**config.mk**
```make
export PLATFORM = sky130hd
export DESIGN_NAME = mhf_filter
export DESIGN_NICKNAME = d
export VERILOG_FILES = /design/src/rtl/mhf_pkg.sv /design/src/rtl/mhf_crc_acc.sv /design/src/rtl/mhf_table.sv /design/src/rtl/mhf_decide.sv /design/src/rtl/mhf_filter.sv
export SDC_FILE = /design/constraint.sdc
export NUM_CORES = 1
export LEC_CHECK = 0
export BUFFER_PORTS_ARGS = -buffer_cell sky130_fd_sc_hd__buf_2
export CORE_MARGIN = 5
export CORE_UTILIZATION = 32
export DETAILED_ROUTE_END_ITERATION = 8
export PLACE_DENSITY = 0.45
export REMOVE_ABC_BUFFERS = 1
export SYNTH_ARGS = -nofsm -noshare
export SYNTH_HDL_FRONTEND = slang
export SYNTH_SLANG_ARGS = --single-unit
export TNS_END_PERCENT = 100
```
**constraint.sdc**
```tcl
create_clock -name clk -period 5.95 [get_ports clk]
set_input_delay 1.19 -clock clk [delete_from_list [all_inputs] [get_ports clk]]
set_output_delay 1.19 -clock clk [all_outputs]
set_load 0.01 [all_outputs]
```
**src/rtl/mhf_pkg.sv**
```systemverilog
package mhf_pkg;
  localparam logic [31:0] CRC_POLY_REFL = 32'hEDB88320;
  localparam logic [31:0] CRC_PRESET    = 32'hFFFFFFFF;

  // One byte through the reflected CRC-32, bit 0 of the byte first.
  function automatic logic [31:0] crc_step_byte(input logic [31:0] c_in,
                                                input logic [7:0]  b_in);
    logic [31:0] r;
    r = c_in;
    for (int i = 0; i < 8; i++) begin
      if (r[0] ^ b_in[i]) r = (r >> 1) ^ CRC_POLY_REFL;
      else                r = r >> 1;
    end
    return r;
  endfunction
endpackage

```
**src/rtl/mhf_crc_acc.sv**
```systemverilog
module mhf_crc_acc #(
  parameter int ADDR_BYTES = 6
) (
  input  logic                      clk,
  input  logic                      rst_n,
  input  logic                      byte_vld,
  input  logic                      byte_sof,
  input  logic [7:0]                byte_data,
  output logic [31:0]               crc_q,
  output logic [8*ADDR_BYTES-1:0]   addr_q,
  output logic                      done_q
);
  import mhf_pkg::*;
  localparam int CNT_W = $clog2(ADDR_BYTES + 1);

  logic [CNT_W-1:0]        cnt_q, cnt_n;
  logic [31:0]             crc_n;
  logic [8*ADDR_BYTES-1:0] addr_n;
  logic                    in_prog, ld_en, done_n;

  assign in_prog = (cnt_q != '0) && (cnt_q < CNT_W'(ADDR_BYTES));
  assign ld_en   = byte_vld && (byte_sof || in_prog);

  always_comb begin
    crc_n  = crc_q;
    addr_n = addr_q;
    cnt_n  = cnt_q;
    done_n = 1'b0;
    if (byte_vld && byte_sof) begin
      crc_n       = crc_step_byte(CRC_PRESET, byte_data);
      addr_n      = '0;
      addr_n[7:0] = byte_data;
      cnt_n       = CNT_W'(1);
    end else if (byte_vld && in_prog) begin
      crc_n = crc_step_byte(crc_q, byte_data);
      for (int i = 1; i < ADDR_BYTES; i++) begin
        if (cnt_q == CNT_W'(i)) addr_n[8*i +: 8] = byte_data;
      end
      cnt_n  = cnt_q + CNT_W'(1);
      done_n = (cnt_q == CNT_W'(ADDR_BYTES - 1));
    end
  end

  always_ff @(posedge clk or negedge rst_n) begin
    if (!rst_n) begin
      crc_q  <= CRC_PRESET;
      addr_q <= '0;
      cnt_q  <= '0;
      done_q <= 1'b0;
    end else begin
      if (ld_en) begin
        crc_q  <= crc_n;
        addr_q <= addr_n;
        cnt_q  <= cnt_n;
      end
      done_q <= done_n;
    end
  end
endmodule

```
**src/rtl/mhf_table.sv**
```systemverilog
module mhf_table #(
  parameter int NUM_WORDS = 4,
  parameter int WORD_W    = 16
) (
  input  logic                           clk,
  input  logic                           rst_n,
  input  logic                           wr_en,
  input  logic [$clog2(NUM_WORDS)-1:0]   wr_sel,
  input  logic [WORD_W-1:0]              wr_data,
  output logic [NUM_WORDS*WORD_W-1:0]    tbl_flat
);
  localparam int SEL_W = $clog2(NUM_WORDS);

  for (genvar w = 0; w < NUM_WORDS; w++) begin : g_word
    logic [WORD_W-1:0] word_q;
    logic              word_en;
    assign word_en = wr_en && (wr_sel == SEL_W'(w));
    always_ff @(posedge clk or negedge rst_n) begin
      if (!rst_n)       word_q <= '0;
      else if (word_en) word_q <= wr_data;
    end
    assign tbl_flat[w*WORD_W +: WORD_W] = word_q;
  end
endmodule

```
**src/rtl/mhf_decide.sv**
```systemverilog
module mhf_decide #(
  parameter int ADDR_BYTES = 6,
  parameter int NUM_WORDS  = 4,
  parameter int WORD_W     = 16
) (
  input  logic                          clk,
  input  logic                          rst_n,
  input  logic                          done,
  input  logic [31:0]                   crc,
  input  logic [8*ADDR_BYTES-1:0]       addr,
  input  logic [8*ADDR_BYTES-1:0]       station,
  input  logic                          promisc,
  input  logic [NUM_WORDS*WORD_W-1:0]   tbl_flat,
  output logic                          dec_valid_q,
  output logic                          dec_accept_q
);
  localparam int SEL_W  = $clog2(NUM_WORDS);
  localparam int BIT_W  = $clog2(WORD_W);
  localparam int HASH_W = SEL_W + BIT_W;

  logic [WORD_W-1:0] words [NUM_WORDS];
  logic [HASH_W-1:0] hash;
  logic [SEL_W-1:0]  word_sel;
  logic [BIT_W-1:0]  bit_sel;
  logic              hit, is_group, accept_n;

  for (genvar w = 0; w < NUM_WORDS; w++) begin : g_unpack
    assign words[w] = tbl_flat[w*WORD_W +: WORD_W];
  end

  assign hash     = crc[31 -: HASH_W];
  assign word_sel = hash[HASH_W-1 -: SEL_W];
  assign bit_sel  = hash[BIT_W-1:0];
  assign hit      = words[word_sel][bit_sel];
  assign is_group = addr[0];

  always_comb begin
    if (promisc)       accept_n = 1'b1;
    else if (is_group) accept_n = hit;
    else               accept_n = (addr == station);
  end

  always_ff @(posedge clk or negedge rst_n) begin
    if (!rst_n) begin
      dec_valid_q  <= 1'b0;
      dec_accept_q <= 1'b0;
    end else begin
      dec_valid_q  <= done;
      dec_accept_q <= done && accept_n;
    end
  end
endmodule

```
**src/rtl/mhf_filter.sv**
```systemverilog
module mhf_filter #(
  parameter int ADDR_BYTES = 6,
  parameter int NUM_WORDS  = 4,
  parameter int WORD_W     = 16
) (
  input  logic                          clk,
  input  logic                          rst_n,
  input  logic                          tbl_we,
  input  logic [$clog2(NUM_WORDS)-1:0]  tbl_sel,
  input  logic [WORD_W-1:0]             tbl_wdata,
  input  logic [8*ADDR_BYTES-1:0]       station_addr,
  input  logic                          promisc_en,
  input  logic                          byte_vld,
  input  logic                          byte_sof,
  input  logic [7:0]                    byte_data,
  output logic                          dec_valid,
  output logic                          dec_accept
);
  localparam int TBL_BITS = NUM_WORDS * WORD_W;

  logic [1:0]              rst_sync_q;
  logic                    rst_n_int;
  logic [31:0]             frm_crc;
  logic [8*ADDR_BYTES-1:0] frm_addr;
  logic                    frm_done;
  logic [TBL_BITS-1:0]     tbl_flat;

  always_ff @(posedge clk or negedge rst_n) begin
    if (!rst_n) rst_sync_q <= 2'b00;
    else        rst_sync_q <= {rst_sync_q[0], 1'b1};
  end
  assign rst_n_int = rst_sync_q[1];

  mhf_crc_acc #(.ADDR_BYTES(ADDR_BYTES)) u_acc (
    .clk(clk), .rst_n(rst_n_int),
    .byte_vld(byte_vld), .byte_sof(byte_sof), .byte_data(byte_data),
    .crc_q(frm_crc), .addr_q(frm_addr), .done_q(frm_done)
  );

  mhf_table #(.NUM_WORDS(NUM_WORDS), .WORD_W(WORD_W)) u_tbl (
    .clk(clk), .rst_n(rst_n_int),
    .wr_en(tbl_we), .wr_sel(tbl_sel), .wr_data(tbl_wdata),
    .tbl_flat(tbl_flat)
  );

  mhf_decide #(.ADDR_BYTES(ADDR_BYTES), .NUM_WORDS(NUM_WORDS), .WORD_W(WORD_W)) u_dec (
    .clk(clk), .rst_n(rst_n_int),
    .done(frm_done), .crc(frm_crc), .addr(frm_addr),
    .station(station_addr), .promisc(promisc_en), .tbl_flat(tbl_flat),
    .dec_valid_q(dec_valid), .dec_accept_q(dec_accept)
  );
endmodule

```
### After elaboration in Yosys (flattened, before gate mapping)

Cells that the tools add are included.

* add/subtract/negate cells: 1
* order comparisons: 3
* equal/unequal tests: 9
* mux-type cells: 57
* bitwise operators: 31
* reductions and logical operators: 25

Operator list (number)
* $mux W32: 39
* $not A13 Y14: 15
* $mux W40: 2
* $eq A48 B48 Y1: 1
* $mux W8: 5
* $bmux W16 S2: 1
* $mux W16: 2
* $reduce_and A3 Y1: 5
* $xor A1 B1 Y1: 15
* $reduce_bool A2 Y1: 6
* $logic_and A1 B1 Y1: 9
* $eq A3 B2 Y1 const B: 2
* $eq A3 B3 Y1 const B: 2
* $mux W3: 2
* $lt A4 B5 Y1 const B: 1
* $mux W1: 5
* $bmux W1 S4: 1
* $eq A2 B2 Y1 const B: 2
* $reduce_and A2 Y1: 2
* $add A3 B1 Y3 const B: 1
* $eq A3 B1 Y1 const B: 1
* $ge A3 B3 Y1 const B: 1
* $lt A3 B3 Y1 const B: 1
* $not A2 Y3: 1
* 4 further kinds: 4

* register bits after elaboration: 152
* bits of input ports: 80
* output and inout bits: 2

### Longest topological paths before layout

Gate-level depths: netlist (run 1).

* depth after elaboration: 33
* gate-level depth with buffers: 9
* depth with buffers taken out: 8

### By module

A second synthesis (run 1) with hierarchy kept.

* cells, all modules: 780
* area, all modules: 8454.4 sq um

By module, submodules not included
* mhf_crc_acc: times used 1, cells an instance 512, area an instance 4763.3 sq um, seq. area each 2142.1 sq um
* mhf_table: times used 1, cells an instance 136, area an instance 2411.1 sq um, seq. area each 1601.5 sq um
* mhf_decide: times used 1, cells an instance 129, area an instance 1226.2 sq um, seq. area each 50.0 sq um
* mhf_filter: times used 1, cells an instance 3, area an instance 53.8 sq um, seq. area each 50.0 sq um

### Worst setup path before layout (run 1)

Ideal clock, no wire load.

* path kind: input to register
* start point: input byte_data[5]
* end point: register u_acc.crc_q[21]
* setup time: 0.082 ns
* data arrival time: 2.579 ns
* data required time: 5.868 ns
* path slack: 3.289 ns
* stages on the path: 6
* buffers on the path: 0
* path through: xnor2_1 -> xnor2_1 -> xor2_1 -> nor2_1 -> nand3b_1 -> a22oi_1

* longest elaborated chain between the ends: 11
* elaborated cells between the ends (all ways): 18
* classes of those cells: mux (14); bitwise (4)

RTL lines
* start, declared: RTL line mhf_filter.sv:15 `input logic [7:0] byte_data,`
* $xor A1 B1 Y1: RTL line mhf_pkg.sv:11 `if (r[0] ^ b_in[i]) r = (r >> 1) ^ CRC_POLY_REFL;`
* $mux W32: RTL line mhf_pkg.sv:11
* $mux W32: RTL line mhf_crc_acc.sv:34 `end else if (byte_vld && in_prog) begin`
* $mux W32: RTL line mhf_crc_acc.sv:29 `if (byte_vld && byte_sof) begin`
* $mux W32: RTL line mhf_pkg.sv:11
* $mux W32: RTL line mhf_crc_acc.sv:34
* $mux W32: RTL line mhf_crc_acc.sv:29
* $not A13 Y14 (no line)
* $mux W32: RTL line mhf_pkg.sv:11
* $mux W32: RTL line mhf_crc_acc.sv:34
* $mux W32 (*): RTL line mhf_crc_acc.sv:29
* end signal, assigned: RTL line mhf_crc_acc.sv:52 `crc_q <= crc_n;`
* end, declared: RTL line mhf_crc_acc.sv:9 `output logic [31:0] crc_q,`

Every way passes the cells marked *; elsewhere a longest branch is shown, timed or not. The select of a mux whose other input is x is not followed.
A chain may end at the register's enable or synchronous reset.

### Worst setup path after layout (run 1)

* start point: register u_acc.crc_q[30]
* end point: register u_dec.dec_accept_q

* longest elaborated chain between the ends: 9

RTL lines
* $not A2 Y3 (not written as such): RTL line mhf_decide.sv:34 `assign hit = words[word_sel][bit_sel];`
* $bmux W16 S2: RTL line mhf_decide.sv:34
* $mux W16 (not written as such) (2 in series): RTL line mhf_decide.sv:34
* $bmux W1 S4: RTL line mhf_decide.sv:34
* $mux W1 (not written as such): RTL line mhf_decide.sv:34
* $mux W1: RTL line mhf_decide.sv:39 `else if (is_group) accept_n = hit;`
* $mux W1: RTL line mhf_decide.sv:38 `if (promisc) accept_n = 1'b1;`
* $logic_and A1 B1 Y1: RTL line mhf_decide.sv:49 `dec_accept_q <= done && accept_n;`
* end signal, assigned: RTL line mhf_decide.sv:49
* end, declared: RTL line mhf_decide.sv:15 `output logic dec_accept_q`

No other way between the ends. The select of a mux whose other input is x is not followed.

==> results of run 1 <==
==> stage by stage <==
stage | area (um^2) | worst slack (ns) | utilization (%) | hold slack, ns | cells
6_report | 9710 | 3.03 | 37.4 | 0.355 | 1206
5_1_grt | 9710 | 2.89 | 37.4 | 0.374 | 1206
4_1_cts | 9710 | 3.00 | 37.4 | 0.360 | 1206
3_5_place_dp | 9130 | 2.67 | 35.2 | 0.345 | 1174
3_3_place_gp | 9130 | 2.70 | 35.2 | 0.334 | 1174
2_1_floorplan | 8240 | 1.46 | - | 0.331 | 750
==> cell usage after synthesis, drive strengths merged (10+ instances only) <==
cell and count:
a21oi 69, mux2 66, xor2 35, clkbuf 40
xnor2 108, nor2 42, buf 10, dfstp 32
nand3 17, o21ai 21, dfrtp 120, o22ai 10
mux4 14, nand2 111, inv 20
==> layer usage <==
layer,up-vias,track usage [%],share of wire [%]
met3,11,2.88,5.0
met2,132,25.2,46
met1,2903,23.6,48
li1,2869,-,-
met4,2,2.97,0.62
met5,-,0,0.056
==> kinds of logic after synthesis <==
kind of cell / share of synthesized area (%)
fa+ha+maj: 0.742
compound gates: 9.53
mux: 13.5
other cells: 0.0445
xor+xnor: 17.0
flops: 45.6
buf+inv: 3.23
simple gates: 10.3
==> registers in the layout, summed over array words and instances (netlist names) <==
register / cells
u_tbl.g_word.word_q: 64
u_acc.addr_q: 48
u_acc.crc_q: 32
u_acc.cnt_q: 3
rst_sync_q: 2
u_acc.done_q: 1
u_dec.dec_accept_q: 1
u_dec.dec_valid_q: 1
==> cell type report <==
cell class / instances / area share [%]
clock buffer: 17 / 4.38
tap: 335 / 4.31
clock inverter: 15 / 1.60
timing repair buffer: 89 / 4.79
multi-input combinational: 578 / 44.5
inverter: 20 / 0.773
sequential: 152 / 39.6
==> worst max path at each step <==
stage	start	to	depth (start not counted)
after floorplan	rst_sync_q[1]	u_acc.addr_q[0]	0
after global placement	byte_data[4]	u_acc.crc_q[21]	7
after detailed placement	byte_data[4]	u_acc.crc_q[21]	7
after CTS	u_acc.crc_q[30]	u_dec.dec_accept_q	5
after global routing	u_acc.crc_q[30]	u_dec.dec_accept_q	5
final	u_acc.crc_q[30]	u_dec.dec_accept_q	5
==> placed cells by master, fill, tap and decap left out, drive strengths merged, types with 4 or more instances in the layout <==
| master | n |
|---|---|
| dfrtp | 120 |
| nand2 | 111 |
| xnor2 | 108 |
| buf | 89 |
| a21oi | 69 |
| mux2 | 66 |
| nor2 | 42 |
| xor2 | 35 |
| dfstp | 32 |
| inv | 29 |
| o21ai | 21 |
| nand3 | 17 |
| clkbuf | 17 |
| mux4 | 14 |
| o22ai | 10 |
| nand4 | 8 |
| mux2i | 8 |
| o2bb2ai | 7 |
| a22oi | 6 |
| a31oi | 6 |
| ha | 5 |
| nor2b | 4 |
| nor4 | 4 |
| nand3b | 4 |
| o211ai | 4 |
| and3 | 4 |
==> power by group through the flow <==
stage	registers [W]	clock network [W]	logic, W
CTS	0.00176	0.00112	0.00239
global placement	0.00178	0	0.00238
detailed placement	0.00178	0	0.00237
global route	0.00180	0.00117	0.00261
finish	0.00175	0.00108	0.00236
floorplan	0.00165	0	0.00191
==> run metrics, run 1 <==
run status finished clean; number of DRC markers after the initial detailed-route iteration 382; Layout area overhead 15.2%; DRC violation count after routing 0; number of CTS-inserted buffers 17; total power of the final layout 0.00520 W; number of enable-type register cells in the synthesized netlist 0; average cell area after synthesis 10.5 um^2; portion of the post-synthesis area used by sequential elements 45.6%; Max Slew Vio Count 0; routed wire length 23.1 mm; Reg2Reg Setup Slack 3.03 ns; required time at the endpoint of the critical path 6.21 ns; ys async rst share 100%; Vert. Die Dim 172 um; diodes inserted 0; post-CTS setup buffer count 0; master cell of the clock root buffer clkbuf_16; number of iterations in the first detailed-routing pass 4; global-route usage over all layers 16.1%; sw power 0.00201 W; first-pass GRT wire length 36.5 mm; endpoint kind of the worst setup timing path flip-flop; reported max-cap violation count 0; final antenna-violating net count 0; worst IR drop on VDD 0.185 mV; cell type with the highest aggregate area in the netlist dfrtp_1; worst flop-to-flop path endpoint u_dec.dec_accept_q; DR vias/cell 4.91; synth warn 0; buffer levels on the longest clock path 2; final setup skew 0.0112 ns; Synth Flop Type dfrtp_1; power share of the sequential group 33.7%; Pwr Density 535 nW/um^2; Critical Path Source Type flip-flop; Combinational Power Share 45.4%; Yosys top cell area share 35.6%; IO Pins 82; critical path type reg2reg; largest net degree at the start of global routing 70; setup TNS 0 ns; cts-stage hold buffer count 0; Worst Tran Pin Value 1.03 ns; Core Area 26000 um^2; count of mapped cells out of synthesis 800; largest fanout of any net on the critical path 20; arrival time at the worst endpoint 3.18 ns; switching share of total power 38.7%; final cycle utilization of the critical path 49.0%; clock sinks 152; buffers added on ports 81; GRT overflow 0; detail-routed net length per standard cell 19.1 um; count of cells along the worst hold path 0; via count 5917; Gates resized, CTS repair 0; type of the tightest min-delay check reg2reg; depth of the worst register-to-register path 5; leading cell types by total area after synthesis dfrtp_1 (36%), xnor2_1 (10%), dfstp_2 (10%); CTS tree built; clock transition at the register clock pins on the worst setup and hold paths after CTS 0.07 ns; highest clock rate 0.343 GHz; Cell Int Power 0.00319 W; buffering stage count on the worst path with inverters included 0; source-to-sink clock delay at the later pin of the worst-skew pair 0.42 ns; number of antenna violations at the first check in global routing 3; share of cells above drive strength 1 28.5%; Clock H-tree levels 4; setup repair after global routing missed its margin no; Cell Chain, Critical Path mux4_2, mux2i_1, nor2b_1, o311ai_0, o211ai_1; reported leakage power 3.96 nW; worst slew slack as a fraction of its limit 30.9%; HP Start rst_sync_q[0]; effective utilization at floorplan 32.5%; longest individual stage delay on the worst path 1.04 ns; area taken by multi-input logic gates 4330 um^2; layout net count 943; startpoint of the worst register-to-register path u_acc.crc_q[30]; minimum clock period 2.92 ns; FP Rows 59; number of register bits inferred by synthesis 152; critical path's top delay family flip-flops; Reg area 3850 um^2; Final Hold Fails 0; unique cell type count in the Yosys netlist 51; part of the power in the clock network 20.9%; endpoint of the worst hold path rst_sync_q[1]; slowest CP cell dfstp_2; area of the die 29700 um^2; vias in the first global route 6185; GP Congestion 0.777; Fill cells 2650; setup violation total in the final timing report 0; summed instance area of the synthesized netlist 8430 um^2; Chip Width 172 um; DPL Wire Length 15.7 mm
Power figures use the tool's default switching activity.
==> inputs of run 2 (changes only) <==
- ABC_AREA: default -> 1
- clock period: 5.95 -> 3 ns (I/O delays scaled with it)
==> run metrics, run 2 <==
post-CTS setup buffer count 0 (unchanged); via count 7404 (+25%); total power of the final layout 0.00966 W (+86%); Critical Path Source Type flip-flop; leading post-synthesis cells by instance count nand2_1 (356), o21ai_0 (129), dfrtp_1 (120); most common library cell in the layout ignoring fill and taps nand2_1; multiplexer fraction of the synthesized cell area 1.54% (-12 points); Final Hold Fails 0 (unchanged); most used standard cell by instance count after synthesis nand2_1; setup violation total in the final timing report 0 (unchanged); CTS tree built; Chip Width 176 um (+1.9%); setup repair after global routing missed its margin no; Clock H-tree levels 4 (unchanged); Final Core Density 37.6% (+0.18 points); leading cell types by total area after synthesis dfrtp_1 (34%), nand2_1 (15%), dfstp_2 (9.6%); area share of xor/xnor cells in the synthesized design 9.33% (-7.7 points); synth warn 0 (unchanged); layout net count 1303 (+38%); number of standard cells in the layout, taps in and fillers out 1572 (+30%); startpoint of the worst register-to-register path u_acc.crc_q[31]; DPL Wire Length 18.4 mm (+17%); cell type with the highest aggregate area in the netlist dfrtp_1; final antenna-violating net count 0 (unchanged); number of register bits inferred by synthesis 152 (unchanged); summed instance area of the synthesized netlist 8770 um^2 (+4.0%); post-synthesis simple-gate area fraction 25.4% (+15 points); final setup skew 0.00992 ns (-0.00126 ns); global-route usage over all layers 17.2% (+1.1 points); GRT overflow 0 (unchanged); Fill cells 2848 (+7.5%); Pwr Density 954 nW/um^2 (+78%); Max Slew Vio Count 0 (unchanged); number of antenna violations at the first check in global routing 0 (-3); post-synthesis share of cell area spent on full adders, half adders and majority gates 0.713% (-0.029 points); IO Pins 82 (unchanged); combinational family with the most area after synthesis simple AND/OR/NAND/NOR gates; Layout area overhead 15.4%; post-placement cell count 1539 (+31%); Vert. Die Dim 176 um (+1.9%); post-place setup slack 0.668 ns (-2.01 ns); detail-routed net length per standard cell 16.4 um (-14%); effective utilization at floorplan 32.5% (+0.095 points); vias in the first global route 7352 (+19%); worst IR drop on VDD 0.411 mV (+120%); largest registers u_tbl.g_word.word_q x64, u_acc.addr_q x48, u_acc.crc_q x32; launch point of the worst path u_acc.crc_q[31]; required time at the endpoint of the critical path 3.35 ns (-2.86 ns); number of DRC markers after the initial detailed-route iteration 482 (+26%); Synth Flop Type dfrtp_1; most used cells in the layout excluding fill and tap cells nand2_1 (356), o21ai_0 (129), dfrtp_1 (119); endpoint kind of the worst setup timing path flip-flop; buffer levels on the longest clock path 2 (unchanged); Core Area 27000 um^2 (+3.7%); reported leakage power 4.98 nW (+26%); worst slew slack as a fraction of its limit 57.2% (+26 points); final cycle utilization of the critical path 70.7% (+22 points); setup TNS 0 ns (unchanged); highest clock rate 0.471 GHz (+37%); master cell of the clock root buffer clkbuf_16; minimum clock period 2.12 ns (-0.794 ns); number of flip-flops under the largest register name 64 (unchanged); critical path type reg2reg; average cell area after synthesis 7.65 um^2 (-27%); Worst Setup Slack, final 0.879 ns (-2.16 ns); DR vias/cell 4.71 (-4.0%); Worst Tran Pin Value 0.640 ns (-0.393 ns); number of iterations in the first detailed-routing pass 7 (+3); synthesized-area fraction occupied by ao, oa, aoi and oai cells 11.6% (+2.0 points); clock transition at the register clock pins on the worst setup and hold paths after CTS 0.07 ns (about the same); share of cells above drive strength 1 17.5% (-11 points); area of the die 30800 um^2 (+3.8%); reported max-cap violation count 0 (unchanged); largest net degree at the start of global routing 70 (unchanged); diodes inserted 0 (unchanged); area taken by multi-input logic gates 4270 um^2 (-1.4%); routed wire length 25.7 mm (+12%); largest fanout of any net on the critical path 17 (-15%); FP Rows 60 (+1.7%); number of CTS-inserted buffers 17 (unchanged); Reg area 3850 um^2 (unchanged); clock sinks 152 (unchanged); buffers added on ports 81 (unchanged); arrival time at the worst endpoint 2.47 ns (-0.71 ns); unique cell type count in the Yosys netlist 43 (-16%); source-to-sink clock delay at the later pin of the worst-skew pair 0.43 ns (about the same); first-pass GRT wire length 42.1 mm (+15%); run status finished clean; portion of the post-synthesis area used by sequential elements 43.8% (-1.8 points); count of mapped cells out of synthesis 1147 (+43%); number of enable-type register cells in the synthesized netlist 0 (unchanged); type of the tightest min-delay check reg2async; GP Congestion 0.813 (+4.6%); register bank with the most flops u_tbl.g_word.word_q; Yosys top cell area share 34.2% (-1.4 points); ys async rst share 100% (unchanged); DRC violation count after routing 0 (unchanged)
run 2: cell count changes after synthesis, sizes merged, moves of 7 or more:
cell and change:
o21ai +109, nor2 +30, inv +97, xnor2 -86, nand2 +260, mux4 -14
mux2i -8, xor2 +27, or2 +9, mux2 -54, nand3 +60, o2bb2ai -7
a21oi -44, clkbuf -9
run 2: kinds of logic after synthesis:
logic type      after synthesis
flops                       152
buf+inv                     167
other cells                   1
mux                          12
simple gates                538
compound gates              188
xor+xnor                     84
fa+ha+maj                     5
run 2: metal layers:
metal | up-vias | wire [um] | part of all wire, % | GRT usage (%)
li1 | 3782 | - | - | -
met1 | 3467 | 12800 | 50 | 24.9
met2 | 135 | 11700 | 45 | 27.2
met3 | 20 | 916 | 3.6 | 2.93
met4 | 0 | 323 | 1.3 | 3.51
met5 | - | 0 | 0 | 0
run 2: worst paths after layout:
| kind | end | slack [ns] | cells past startpoint |
|---|---|---|---|
| max in group asynchronous | u_acc.crc_q[27] | 1.76 | 1 |
| max | u_dec.dec_accept_q | 0.88 | 10 |
| min reg2reg | u_tbl.g_word[2].word_q[1] | 0.32 | 0 |
| min in group clk | u_acc.done_q | 0.34 | 2 |
| min | u_tbl.g_word[2].word_q[1] | 0.32 | 0 |
| max reg2reg | u_dec.dec_accept_q | 0.88 | 10 |
run 2: metrics by stage:
step / instance area [um^2] / hold WS [ns]
6_report: 10100 / 0.316
2_1_floorplan: 8570 / 0.304
3_5_place_dp: 9530 / 0.335
3_3_place_gp: 9530 / 0.335
4_1_cts: 10100 / 0.330
5_1_grt: 10100 / 0.329
run 2: cell type report:
class | count | share of cell area, %
Inverter | 121 | 4.51
Timing Repair Buffer | 98 | 5.41
Clock buffer | 18 | 4.34
Tap cell | 341 | 4.21
Multi-Input combinational cell | 828 | 42.1
Sequential cell | 152 | 38.0
Clock inverter | 14 | 1.40
run 2: timing repair:
action / in CTS / in global routing
hold endpoints to repair: 2 / 0
hold buffers: 1 / 0
gates resized for setup: 0 / 0
run 2: critical path, cell delays in order (launching register included):
cell	delay [ns]
dfstp_2	0.54
clkinv_1	0.47
nand3_1	0.26
nand3_1	0.18
nand2_1	0.11
nand2_1	0.05
nand3_1	0.08
nand3_1	0.07
nand2_1	0.11
nand2_1	0.07
a21oi_1	0.12
run 2: report_power, final:
part | internal, W | leakage (nW) | switching (W)
sequential | 0.00277 | 1.84 | 0.000401
combinational | 0.00159 | 2.86 | 0.00275
clock | 0.00119 | 0.281 | 0.000959
total | 0.00555 | 4.98 | 0.00411
